### src/rtl/swc_pkg.sv
package swc_pkg;
  typedef enum logic {
    SEL_REF = 1'b0,
    SEL_RF  = 1'b1
  } word_sel_e;

  localparam int unsigned PRESCALE_BASE_LOG2 = 3;
endpackage

### src/rtl/swc_prog_regs.sv
module swc_prog_regs #(
  parameter int unsigned A_W = 3,
  parameter int unsigned M_W = 11,
  parameter int unsigned R_W = 10,
  localparam int unsigned D_W = A_W + M_W
) (
  input  logic           clk,
  input  logic           rst_n,
  input  logic           strobe,
  input  logic           word_sel,
  input  logic [D_W-1:0] data,
  output logic [A_W-1:0] a_q,
  output logic [M_W-1:0] m_q,
  output logic [R_W-1:0] r_q,
  output logic [A_W-1:0] a_eff,
  output logic [M_W-1:0] m_eff,
  output logic [R_W-1:0] r_eff
);
  import swc_pkg::*;

  logic wr_rf, wr_ref;

  assign wr_rf  = strobe && (word_sel == SEL_RF);
  assign wr_ref = strobe && (word_sel == SEL_REF);

  // values the dividers load when held: the word being written wins
  assign a_eff = wr_rf  ? data[A_W-1:0]   : a_q;
  assign m_eff = wr_rf  ? data[A_W +: M_W] : m_q;
  assign r_eff = wr_ref ? data[R_W-1:0]   : r_q;

  always_ff @(posedge clk or negedge rst_n) begin
    if (!rst_n) begin
      a_q <= '0;
      m_q <= '0;
      r_q <= '0;
    end else begin
      if (wr_rf) begin
        a_q <= data[A_W-1:0];
        m_q <= data[A_W +: M_W];
      end
      if (wr_ref) begin
        r_q <= data[R_W-1:0];
      end
    end
  end

  AST_RF_CAPTURE: assert property (@(posedge clk) disable iff (!rst_n)
    wr_rf |=> (a_q == $past(data[A_W-1:0])) && (m_q == $past(data[A_W +: M_W])));
  AST_REF_KEEPS_RF: assert property (@(posedge clk) disable iff (!rst_n)
    wr_ref |=> $stable(a_q) && $stable(m_q));
endmodule

### src/rtl/swc_am_counter.sv
module swc_am_counter #(
  parameter int unsigned A_W = 3,
  parameter int unsigned M_W = 11
) (
  input  logic           clk,
  input  logic           rst_n,
  input  logic           hold,
  input  logic           tick,
  input  logic [A_W-1:0] a_eff,
  input  logic [M_W-1:0] m_eff,
  output logic [A_W-1:0] a_cnt,
  output logic [M_W-1:0] m_cnt,
  output logic           mod_sel,
  output logic           pulse
);
  logic [M_W-1:0] m_load;

  // M of zero is folded onto M of one
  assign m_load  = (m_eff == '0) ? '0 : m_eff - 1'b1;
  assign mod_sel = (a_cnt != '0);

  always_ff @(posedge clk or negedge rst_n) begin
    if (!rst_n) begin
      a_cnt <= '0;
      m_cnt <= '0;
      pulse <= 1'b0;
    end else begin
      pulse <= 1'b0;
      if (hold) begin
        m_cnt <= m_load;
        a_cnt <= a_eff;
      end else if (tick) begin
        if (m_cnt == '0) begin
          m_cnt <= m_load;
          a_cnt <= a_eff;
          pulse <= 1'b1;
        end else begin
          m_cnt <= m_cnt - 1'b1;
          if (a_cnt != '0) a_cnt <= a_cnt - 1'b1;
        end
      end
    end
  end

  AST_IDLE_STABLE: assert property (@(posedge clk) disable iff (!rst_n)
    (!hold && !tick) |=> $stable(m_cnt) && $stable(a_cnt) && $stable(mod_sel));
  AST_SWALLOW_STEP: assert property (@(posedge clk) disable iff (!rst_n)
    (!hold && tick && (m_cnt != '0) && (a_cnt != '0)) |=> (a_cnt == A_W'($past(a_cnt) - 1'b1)));
endmodule

### src/rtl/swc_ref_div.sv
module swc_ref_div #(
  parameter int unsigned R_W = 10
) (
  input  logic           clk,
  input  logic           rst_n,
  input  logic           hold,
  input  logic           tick,
  input  logic [R_W-1:0] r_eff,
  input  logic [R_W-1:0] r_q,
  output logic           pulse
);
  logic [R_W-1:0] r_cnt;
  logic [R_W-1:0] r_load;

  assign r_load = (r_eff == '0) ? '0 : r_eff - 1'b1;

  always_ff @(posedge clk or negedge rst_n) begin
    if (!rst_n) begin
      r_cnt <= '0;
      pulse <= 1'b0;
    end else begin
      pulse <= 1'b0;
      if (hold) begin
        r_cnt <= r_load;
      end else if (tick) begin
        if (r_cnt == '0) begin
          r_cnt <= r_load;
          pulse <= 1'b1;
        end else begin
          r_cnt <= r_cnt - 1'b1;
        end
      end
    end
  end

  AST_REF_DIV1: assert property (@(posedge clk) disable iff (!rst_n)
    (!hold && tick && (r_q <= R_W'(1))) |=> pulse);
endmodule

### src/rtl/swallow_div_ctrl.sv
module swallow_div_ctrl #(
  parameter int unsigned A_W = swc_pkg::PRESCALE_BASE_LOG2,
  parameter int unsigned M_W = 11,
  parameter int unsigned R_W = 10,
  localparam int unsigned D_W = A_W + M_W
) (
  input  logic           clk,
  input  logic           rst_n,
  input  logic           strobe,
  input  logic           word_sel,
  input  logic [D_W-1:0] prog_data,
  input  logic           pre_tick,
  input  logic           ref_tick,
  output logic           mod_sel,
  output logic           rf_pulse,
  output logic           ref_pulse
);
  logic [A_W-1:0] a_q, a_eff, a_cnt;
  logic [M_W-1:0] m_q, m_eff, m_cnt;
  logic [R_W-1:0] r_q, r_eff;

  swc_prog_regs #(.A_W(A_W), .M_W(M_W), .R_W(R_W)) u_regs (
    .clk(clk), .rst_n(rst_n), .strobe(strobe), .word_sel(word_sel),
    .data(prog_data), .a_q(a_q), .m_q(m_q), .r_q(r_q),
    .a_eff(a_eff), .m_eff(m_eff), .r_eff(r_eff)
  );

  swc_am_counter #(.A_W(A_W), .M_W(M_W)) u_am (
    .clk(clk), .rst_n(rst_n), .hold(strobe), .tick(pre_tick),
    .a_eff(a_eff), .m_eff(m_eff), .a_cnt(a_cnt), .m_cnt(m_cnt),
    .mod_sel(mod_sel), .pulse(rf_pulse)
  );

  swc_ref_div #(.R_W(R_W)) u_ref (
    .clk(clk), .rst_n(rst_n), .hold(strobe), .tick(ref_tick),
    .r_eff(r_eff), .r_q(r_q), .pulse(ref_pulse)
  );

  AST_NO_PULSE_IN_HOLD: assert property (@(posedge clk) disable iff (!rst_n)
    strobe |=> !rf_pulse && !ref_pulse);
  AST_RELOAD_ON_PULSE: assert property (@(posedge clk) disable iff (!rst_n)
    rf_pulse |-> (a_cnt == a_q) &&
                 (m_cnt == ((m_q == '0) ? '0 : M_W'(m_q - 1'b1))));
  AST_M_ZERO_IS_ONE: assert property (@(posedge clk) disable iff (!rst_n)
    (!strobe && pre_tick && (m_q == '0)) |=> rf_pulse);
endmodule

### config.mk
export PLATFORM = sky130hd
export DESIGN_NAME = swallow_div_ctrl
export DESIGN_NICKNAME = d
export VERILOG_FILES = /design/src/rtl/swc_pkg.sv /design/src/rtl/swc_prog_regs.sv /design/src/rtl/swc_am_counter.sv /design/src/rtl/swc_ref_div.sv /design/src/rtl/swallow_div_ctrl.sv
export SDC_FILE = /design/constraint.sdc
export NUM_CORES = 1
export LEC_CHECK = 0
export BUFFER_PORTS_ARGS = -buffer_cell sky130_fd_sc_hd__clkbuf_2
export CAP_MARGIN = 10
export CORE_ASPECT_RATIO = 1.2
export CORE_MARGIN = 8
export CORE_UTILIZATION = 25
export DETAILED_ROUTE_END_ITERATION = 10
export PLACE_DENSITY = 0.47
export SYNTH_ARGS = -nofsm -noshare
export SYNTH_HDL_FRONTEND = slang
export SYNTH_HIERARCHICAL = 1
export SYNTH_SLANG_ARGS = --single-unit
### constraint.sdc
create_clock -name clk -period 1.9 [get_ports clk]
set_input_delay 0.38 -clock clk [delete_from_list [all_inputs] [get_ports clk]]
set_output_delay 0.38 -clock clk [all_outputs]
set_load 0.02 [all_outputs]
# Word-level counts from Yosys, hierarchy flattened
# Cells that the tools add are included.
# word_totals
register_bits	50
latchBits	0
ram_bits	0
rom_bits	0
inputBits	20
out_inout_bits	3
wordCells	46
mem_count	0
# op_classes
add_sub_neg	5
n_mul	0
n_div	0
magnitude_cmp	0
n_eq_ne	0
shift	0
n_mux	21
bitwise	1
reduce_logical	11
# ops
operator	n
$mux 11	5
$mux 10	5
$logic_not 11->1	2
$sub 11x1->11 const B	2
$logic_not 10->1	2
$sub 10x1->10 const B	2
$mux 3	5
$mux 1	6
$reduce_bool 3->1	2
$reduce_bool 2->1	2
$sub 3x1->3 const B	1
$logic_and 1x1->1	2
$reduce_and 2->1	1
$not 1->1	1

# Logic depth before layout (Yosys ltp)
# Gate-level depths: netlist of the first run.
# depth
ltp_word	8
mapped_depth	10
ltp_nobuf	8

# Cells and area by module
# Netlist of the first run, hierarchy kept.
# by_module_without_submodules
module	n_inst	cells_each	area_per_inst_um2
swc_am_counter	1	130	1203.7
swc_ref_div	1	104	918.4
swc_prog_regs	1	52	893.4

# Worst setup path before layout of the first run
# Ideal clock, no wire load.
# synth_timing
path_type	input to register
startpoint	input word_sel
endpoint	register u_ref.r_cnt[3]
arrival_time_ns	2.358
required_time_ns	1.774
setup_slack_ns	-0.585
cell_stages	9
n_path_buf	1
path_cell_list	nand2b_1 -> buf_2 -> mux2_2 -> inv_1 -> ha_1 -> or4b_1 -> nor3_2 -> a2111oi_0 -> a311o_1
# synth_via
elab_chain_len	8
elab_cells_between_ends	9
# synth_rtl
element	line	source
start, declared	swallow_div_ctrl.sv:10	input logic word_sel,
$not 1->1 *	swc_prog_regs.sv:24	assign wr_ref = strobe && (word_sel == SEL_REF);
$logic_and 1x1->1 *	swc_prog_regs.sv:24	
$mux 10 *	swc_prog_regs.sv:29	assign r_eff = wr_ref ? data[R_W-1:0] : r_q;
via r_eff[0]	swallow_div_ctrl.sv:20	logic [R_W-1:0] r_q, r_eff;
$sub 10x1->10 / $logic_not 10->1 (equally long branches)	swc_ref_div.sv:15	assign r_load = (r_eff == '0) ? '0 : r_eff - 1'b1;
$mux 10 *	swc_ref_div.sv:15	
$mux 10	swc_ref_div.sv:26	if (r_cnt == '0) begin
$mux 10	swc_ref_div.sv:25	end else if (tick) begin
$mux 10 *	swc_ref_div.sv:23	if (hold) begin
end signal, assigned	swc_ref_div.sv:24	r_cnt <= r_load;
end signal, assigned	swc_ref_div.sv:27	r_cnt <= r_load;
end signal, assigned	swc_ref_div.sv:30	r_cnt <= r_cnt - 1'b1;
end, declared	swc_ref_div.sv:12	logic [R_W-1:0] r_cnt;
# The timed path passes the listed nets; every way through them passes the cells marked *. The select of a mux whose other input is x is not followed.
# A chain may end at the register's enable or synchronous reset.

# Final worst setup path of the first run
# layout_timing
startpoint	input word_sel
endpoint	register u_ref.r_cnt[1]
# Same word-level chain as after synthesis.

==> results of run 1 <==
[through the flow]
| step | setup TNS, ns | hold slack [ns] | setup slack (ns) | utilization | std cells |
|---|---|---|---|---|---|
| floorplan | -3.676 | 0.08441 | -0.4863 | - | 286 |
| global placement | -10.57 | 0.3998 | -0.6130 | 0.3322 | 528 |
| detailed placement | -11.07 | 0.4052 | -0.6695 | 0.3322 | 528 |
| CTS | -2.901 | 0.09203 | -0.2788 | 0.3589 | 543 |
| global route | -3.826 | 0.1151 | -0.3564 | 0.3711 | 548 |
| finish | -2.682 | 0.07269 | -0.2899 | 0.3711 | 548 |
[cell type report]
cell class | instances | share of cell area
sequential | 50 | 0.2822
clock inverter | 2 | 0.008467
tap | 161 | 0.04544
inverter | 16 | 0.01581
multi-input combinational | 214 | 0.4482
timing repair buffer | 99 | 0.1708
clock buffer | 6 | 0.02907
[routing by layer]
layer	part of all wire	up-vias	track usage	wire, um
met4	0.018	0	0.04260	160
met1	0.43	1298	0.1358	3744
met5	0	-	0	0
li1	-	1297	-	-
met2	0.53	24	0.2181	4677
met3	0.023	10	0.02044	201
[flip-flops by register name, indices dropped and copies added (netlist names)]
signal / cells
u_am/a_cnt: 3
u_am/m_cnt: 11
u_am/pulse: 1
u_ref/pulse: 1
u_ref/r_cnt: 10
u_regs/a_q: 3
u_regs/m_q: 11
u_regs/r_q: 10
[what timing repair did]
item,4_1_cts,5_1_grt
gates cloned,1,0
buffers inserted,6,5
resized for setup,24,20
pin swaps,15,20
endpoints found under the setup margin,21,22
[power breakdown]
group	switching (mW)	total (mW)	internal (mW)
combinational	0.713	1.46	0.750
sequential	0.177	1.44	1.26
clock	0.409	1.03	0.623
total	1.30	3.94	2.64
[cells by family (layout without fill, tap and decap cells)]
family	Yosys count	after routing	synth area share
adders and majority gates	7	7	0.02904
muxes	31	31	0.1129
buffers and inverters	23	123	0.02987
and+or+nand+nor	93	94	0.2033
xor gates and xnor gates	9	9	0.02614
DFF	50	50	0.4149
AOI/OAI and AO/OA	73	73	0.1838
[cells in the final DEF (no fill, tap or decap), types with 4 or more instances in the layout]
cell type and instances:
inv_1 12, mux2i_1 7, nor2_1 15, o31ai_1 4, clkbuf_2 20, mux2_2 10
xor2_1 4, nand3_1 5, xnor2_1 5, clkbuf_16 6, nor3b_1 5, nand2_1 12
dfrtp_1 50, nor3_1 8, buf_4 69, a21oi_1 9, o22ai_2 5, inv_4 4
buf_6 7, or4_4 5, a31oi_1 6, nor3_2 4, mux2_4 11, ha_1 4
[final timing paths]
| check | start | cells after the start | endpoint | slack (ns) |
|---|---|---|---|---|
| worst max register to register | u_regs/r_q[1] | 8 | u_ref/r_cnt[1] | -0.25 |
| worst min register to register | u_regs/a_q[2] | 1 | u_regs/a_q[2] | 0.51 |
| max in group asynchronous | rst_n | 2 | u_am/m_cnt[0] | 1.17 |
| worst min-delay path | rst_n | 1 | u_am/m_cnt[9] | 0.07 |
| worst max-delay path | word_sel | 10 | u_ref/r_cnt[1] | -0.29 |
| min in group clk | prog_data[2] | 2 | u_regs/a_q[2] | 0.38 |
==> flow_summary.toml, run 1 <==
[status]
status = "complete, but fails checks"
violations = "negative setup slack"

[detailed_routing]
wire_per_inst_um = 16.03
firstDrtPassIters = 4
detail_route.wirelength_mm = 8.784
viasPerCell = 4.797
route.detailed.drc = 0
final_antenna_net_count = 0
drt_iter0_drc = 145
vias = 2629

[timing]
period_minus_slack_ns = 2.190
clock.fmax_ghz = 0.4567
hold_viol = 0
fin_ws_ns = -0.2899
fin_worst_skew_ns = 0.007022
fin_crit_sh = 1.153
finalMaxSlewViolations = 0
setup_viol = 19
relSlewSlack = 0.6206
max_slew.worst_pin.slew_ns = 0.5691
rsz0062_at_grt = "true"

[final_layout]
fill_cells = 1224
multi_input_area_mm2 = 0.001987
layout-drive-gt1-share = 0.4884
synthToLayoutAreaGrowth_pct = 47.01
antenna_cells = 0
post-route-cell-area_mm2 = 0.004433
fin_nets = 413
ff_latch_area_mm2 = 0.001251

[clocking]
clk_path_buf_depth = 2
root_buffer = "clkbuf_16"
cts_tree = "built"
clk_pin_slew_ns = 0.07
hold_buffers = 0
cts_max_level = 2
clkLatencyLatePin_ns = 0.29
cts_buffers = 5
numClockSinks = 50

[logic_synthesis]
syn_inst = 286
synth_top_area_frac = 0.4149
syn-mean-instance-area_um2 = 10.54
synth_seq_cells = 50
synth_common_cells = "dfrtp_1 (50), nor2_1 (17), inv_1 (16), mux2_2 (14), nand2_1 (12)"
synth_top_area_cell = "dfrtp_1"
synth.cell_area_mm2 = 0.003015
async_flop_share = 1.000
ys_seq_area_frac = 0.4149
yosysWarnings = 6
synth.most_common_cell = "dfrtp_1"
ys.flop_type = "dfrtp_1"
yosys-top-cells-area = "dfrtp_1 (41%), mux2_2 (5.2%), mux2_1 (3.7%)"
post_synth_num_cell_types = 69
synth_edf_count = 0
postSynthNetCount = 313

[floorplanning]
chipHeight_um = 136.3
dieArea_mm2 = 0.01585
rows = 44
start_util = 0.2524
io-pin-count = 23
die_x_um = 116.3
core_area_mm2 = 0.01195

[hold_path]
hp-class = "input pin to asynchronous set/reset pin"

[global_routing]
grt_max_degree = 21
grt_antenna_before_repair = 0
grt_pass1_vias = 2863
grt_pass1_wl_mm = 14.75
grt_overflow = 0
track_usage = 0.1197

[worst_setup_path]
crit_chain = "buf_6 -> nand2b_4 -> mux2_4 -> inv_4 -> ha_4 -> or4b_4 -> nor3_4 -> buf_6 -> nor4_2 -> a211o_1"
crit_type = "input pin to register"
critPathLaunchType = "input pin"
slowest_stage = "or4b_4"
crit_buf_inv = 3
crit_top_cell = "buf_6"
worst_setup_path_end_kind = "register"
arrival_ns = 2.37
path_max_fanout = 5
cp.required_ns = 2.08
cp_top_family = "simple AND/OR/NAND/NOR gates"
slowest_delay_ns = 0.50

[pwr]
peakVddDrop_mv = 0.4398
p_leak_nw = 1.871
p_total_mw = 3.936
power_density_mw_per_mm2 = 888.0

[placement]
port_buffers = 22
place_area_mm2 = 0.003969
place_congestion = 0.8046
dp_hpwl_mm = 6.664

[run]
cap_violations = 0
Note: power is estimated with default switching activity, not from simulation.
==> run 2: changes to the inputs <==
- CORE_ASPECT_RATIO: 1.2 -> 0.6
- CORE_UTILIZATION: 25 -> 40
- PLACE_DENSITY: 0.47 -> 0.65
==> flow_summary.toml, run 2 (synthesis gave the netlist of run 1 again) <==
[detailed_routing]
wire_per_inst_um = 17.70
route.detailed.drc = 0
vias = 2751
final_antenna_net_count = 0
drt_iter0_drc = 271
viasPerCell = 5.603
firstDrtPassIters = 5
detail_route.wirelength_mm = 8.691

[hold_path]
hp-class = "input pin to asynchronous set/reset pin"

[worst_setup_path]
slowest_stage = "or4b_4"
arrival_ns = 2.35
cp_top_family = "simple AND/OR/NAND/NOR gates"
crit_type = "input pin to register"
worst_setup_path_end_kind = "register"
cp.required_ns = 2.07
crit_chain = "clkbuf_16 -> nand2b_4 -> mux2_4 -> inv_4 -> ha_4 -> or4b_4 -> nor3_4 -> a2111oi_2 -> a311o_1"
path_max_fanout = 5
critPathLaunchType = "input pin"
slowest_delay_ns = 0.49
crit_buf_inv = 2

[global_routing]
grt_overflow = 0
grt_pass1_wl_mm = 14.19
grt_max_degree = 51
track_usage = 0.1670
grt_antenna_before_repair = 0
grt_pass1_vias = 2711

[clocking]
cts_tree = "built"
cts_max_level = 2
numClockSinks = 50
clkLatencyLatePin_ns = 0.29
clk_path_buf_depth = 2
cts_buffers = 5
clk_pin_slew_ns = 0.07
root_buffer = "clkbuf_16"

[status]
violations = "negative setup slack"
status = "complete, but fails checks"

[timing]
relSlewSlack = 0.5861
rsz0062_at_grt = "true"
finalMaxSlewViolations = 0
setup_viol = 21
fin_crit_sh = 1.146
max_slew.worst_pin.slew_ns = 0.6185
fin_worst_skew_ns = 0.006250
period_minus_slack_ns = 2.178
fin_ws_ns = -0.2779
hold_viol = 0
clock.fmax_ghz = 0.4592

[placement]
port_buffers = 22
place_congestion = 0.8560
dp_hpwl_mm = 6.289
dp_slack_ns = -0.6607

[floorplanning]
die_x_um = 128.1
dieArea_mm2 = 0.01066
chipHeight_um = 83.26
rows = 24
start_util = 0.4132
io-pin-count = 23
core_area_mm2 = 0.007297

[run]
cap_violations = 0

[final_layout]
reg.largest.list = "u_am/m_cnt x11, u_regs/m_q x11"
antenna_cells = 0
layout-drive-gt1-share = 0.4651
fill_cells = 609
synthToLayoutAreaGrowth_pct = 42.82
fin_nets = 413
final_common_cell = "buf_4"
final_cell_mix = "buf_4 (69), dfrtp_1 (50), clkbuf_2 (20), nor2_1 (17)"

[pwr]
peakVddDrop_mv = 0.4027
p_total_mw = 3.940
power_density_mw_per_mm2 = 914.8
p_leak_nw = 1.866
run 2: power by group:
| group | internal, mW | total (mW) | switching [mW] | leakage, nW |
|---|---|---|---|---|
| logic | 0.757 | 1.48 | 0.725 | 1.19 |
| registers | 1.26 | 1.45 | 0.182 | 0.593 |
| clock network | 0.617 | 1.01 | 0.394 | 0.0836 |
run 2: per-stage QoR:
| step | hold slack, ns | instance area (um2) | util | cells | TNS, ns |
|---|---|---|---|---|---|
| 2_1_floorplan | 0.08441 | 3202 | - | 286 | -3.676 |
| 3_3_place_gp | 0.3957 | 3938 | 0.5396 | 473 | -10.27 |
| 3_5_place_dp | 0.3966 | 3938 | 0.5396 | 473 | -10.72 |
| 4_1_cts | 0.08954 | 4268 | 0.5849 | 490 | -2.566 |
| 5_1_grt | 0.09998 | 4307 | 0.5902 | 491 | -4.495 |
| 6_report | 0.07650 | 4307 | 0.5902 | 491 | -3.128 |
run 2: cell type report:
class | instances | area [um2] | area share
Clock buffer | 5 | 125.1 | 0.02905
Clock inverter | 3 | 40.04 | 0.009297
Inverter | 16 | 67.56 | 0.01569
Multi-Input combinational cell | 214 | 1919 | 0.4457
Sequential cell | 50 | 1251 | 0.2905
Tap cell | 104 | 130.1 | 0.03022
Timing Repair Buffer | 99 | 773.2 | 0.1795
run 2: path summary, 6_finish.rpt:
path | start | end | slack (ns) | cells after the start
worst min-delay path | rst_n | u_ref/r_cnt[0] | 0.08 | 2
min in group clk | prog_data[1] | u_regs/a_q[1] | 0.37 | 2
worst max-delay path | word_sel | u_ref/r_cnt[3] | -0.28 | 9
worst max register to register | u_regs/r_q[1] | u_ref/r_cnt[3] | -0.20 | 7
max in group asynchronous | rst_n | u_regs/m_q[5] | 1.59 | 2
worst min register to register | u_regs/a_q[1] | u_regs/a_q[1] | 0.50 | 1
run 2: routing by layer:
layer | track usage | share of wire | up-vias
met2 | 0.2223 | 0.39 | 97
li1 | - | - | 1297
met4 | 0.03755 | 0.0085 | 0
met1 | 0.2607 | 0.53 | 1351
met3 | 0.03571 | 0.068 | 6
met5 | 0 | 0 | -
run 2: repair_timing:
action	in CTS	in global routing
resized for setup	22	7
hold buffers	0	0
setup endpoints to repair	21	22
setup buffers	8	1
pin swaps	16	5
gates cloned	1	0
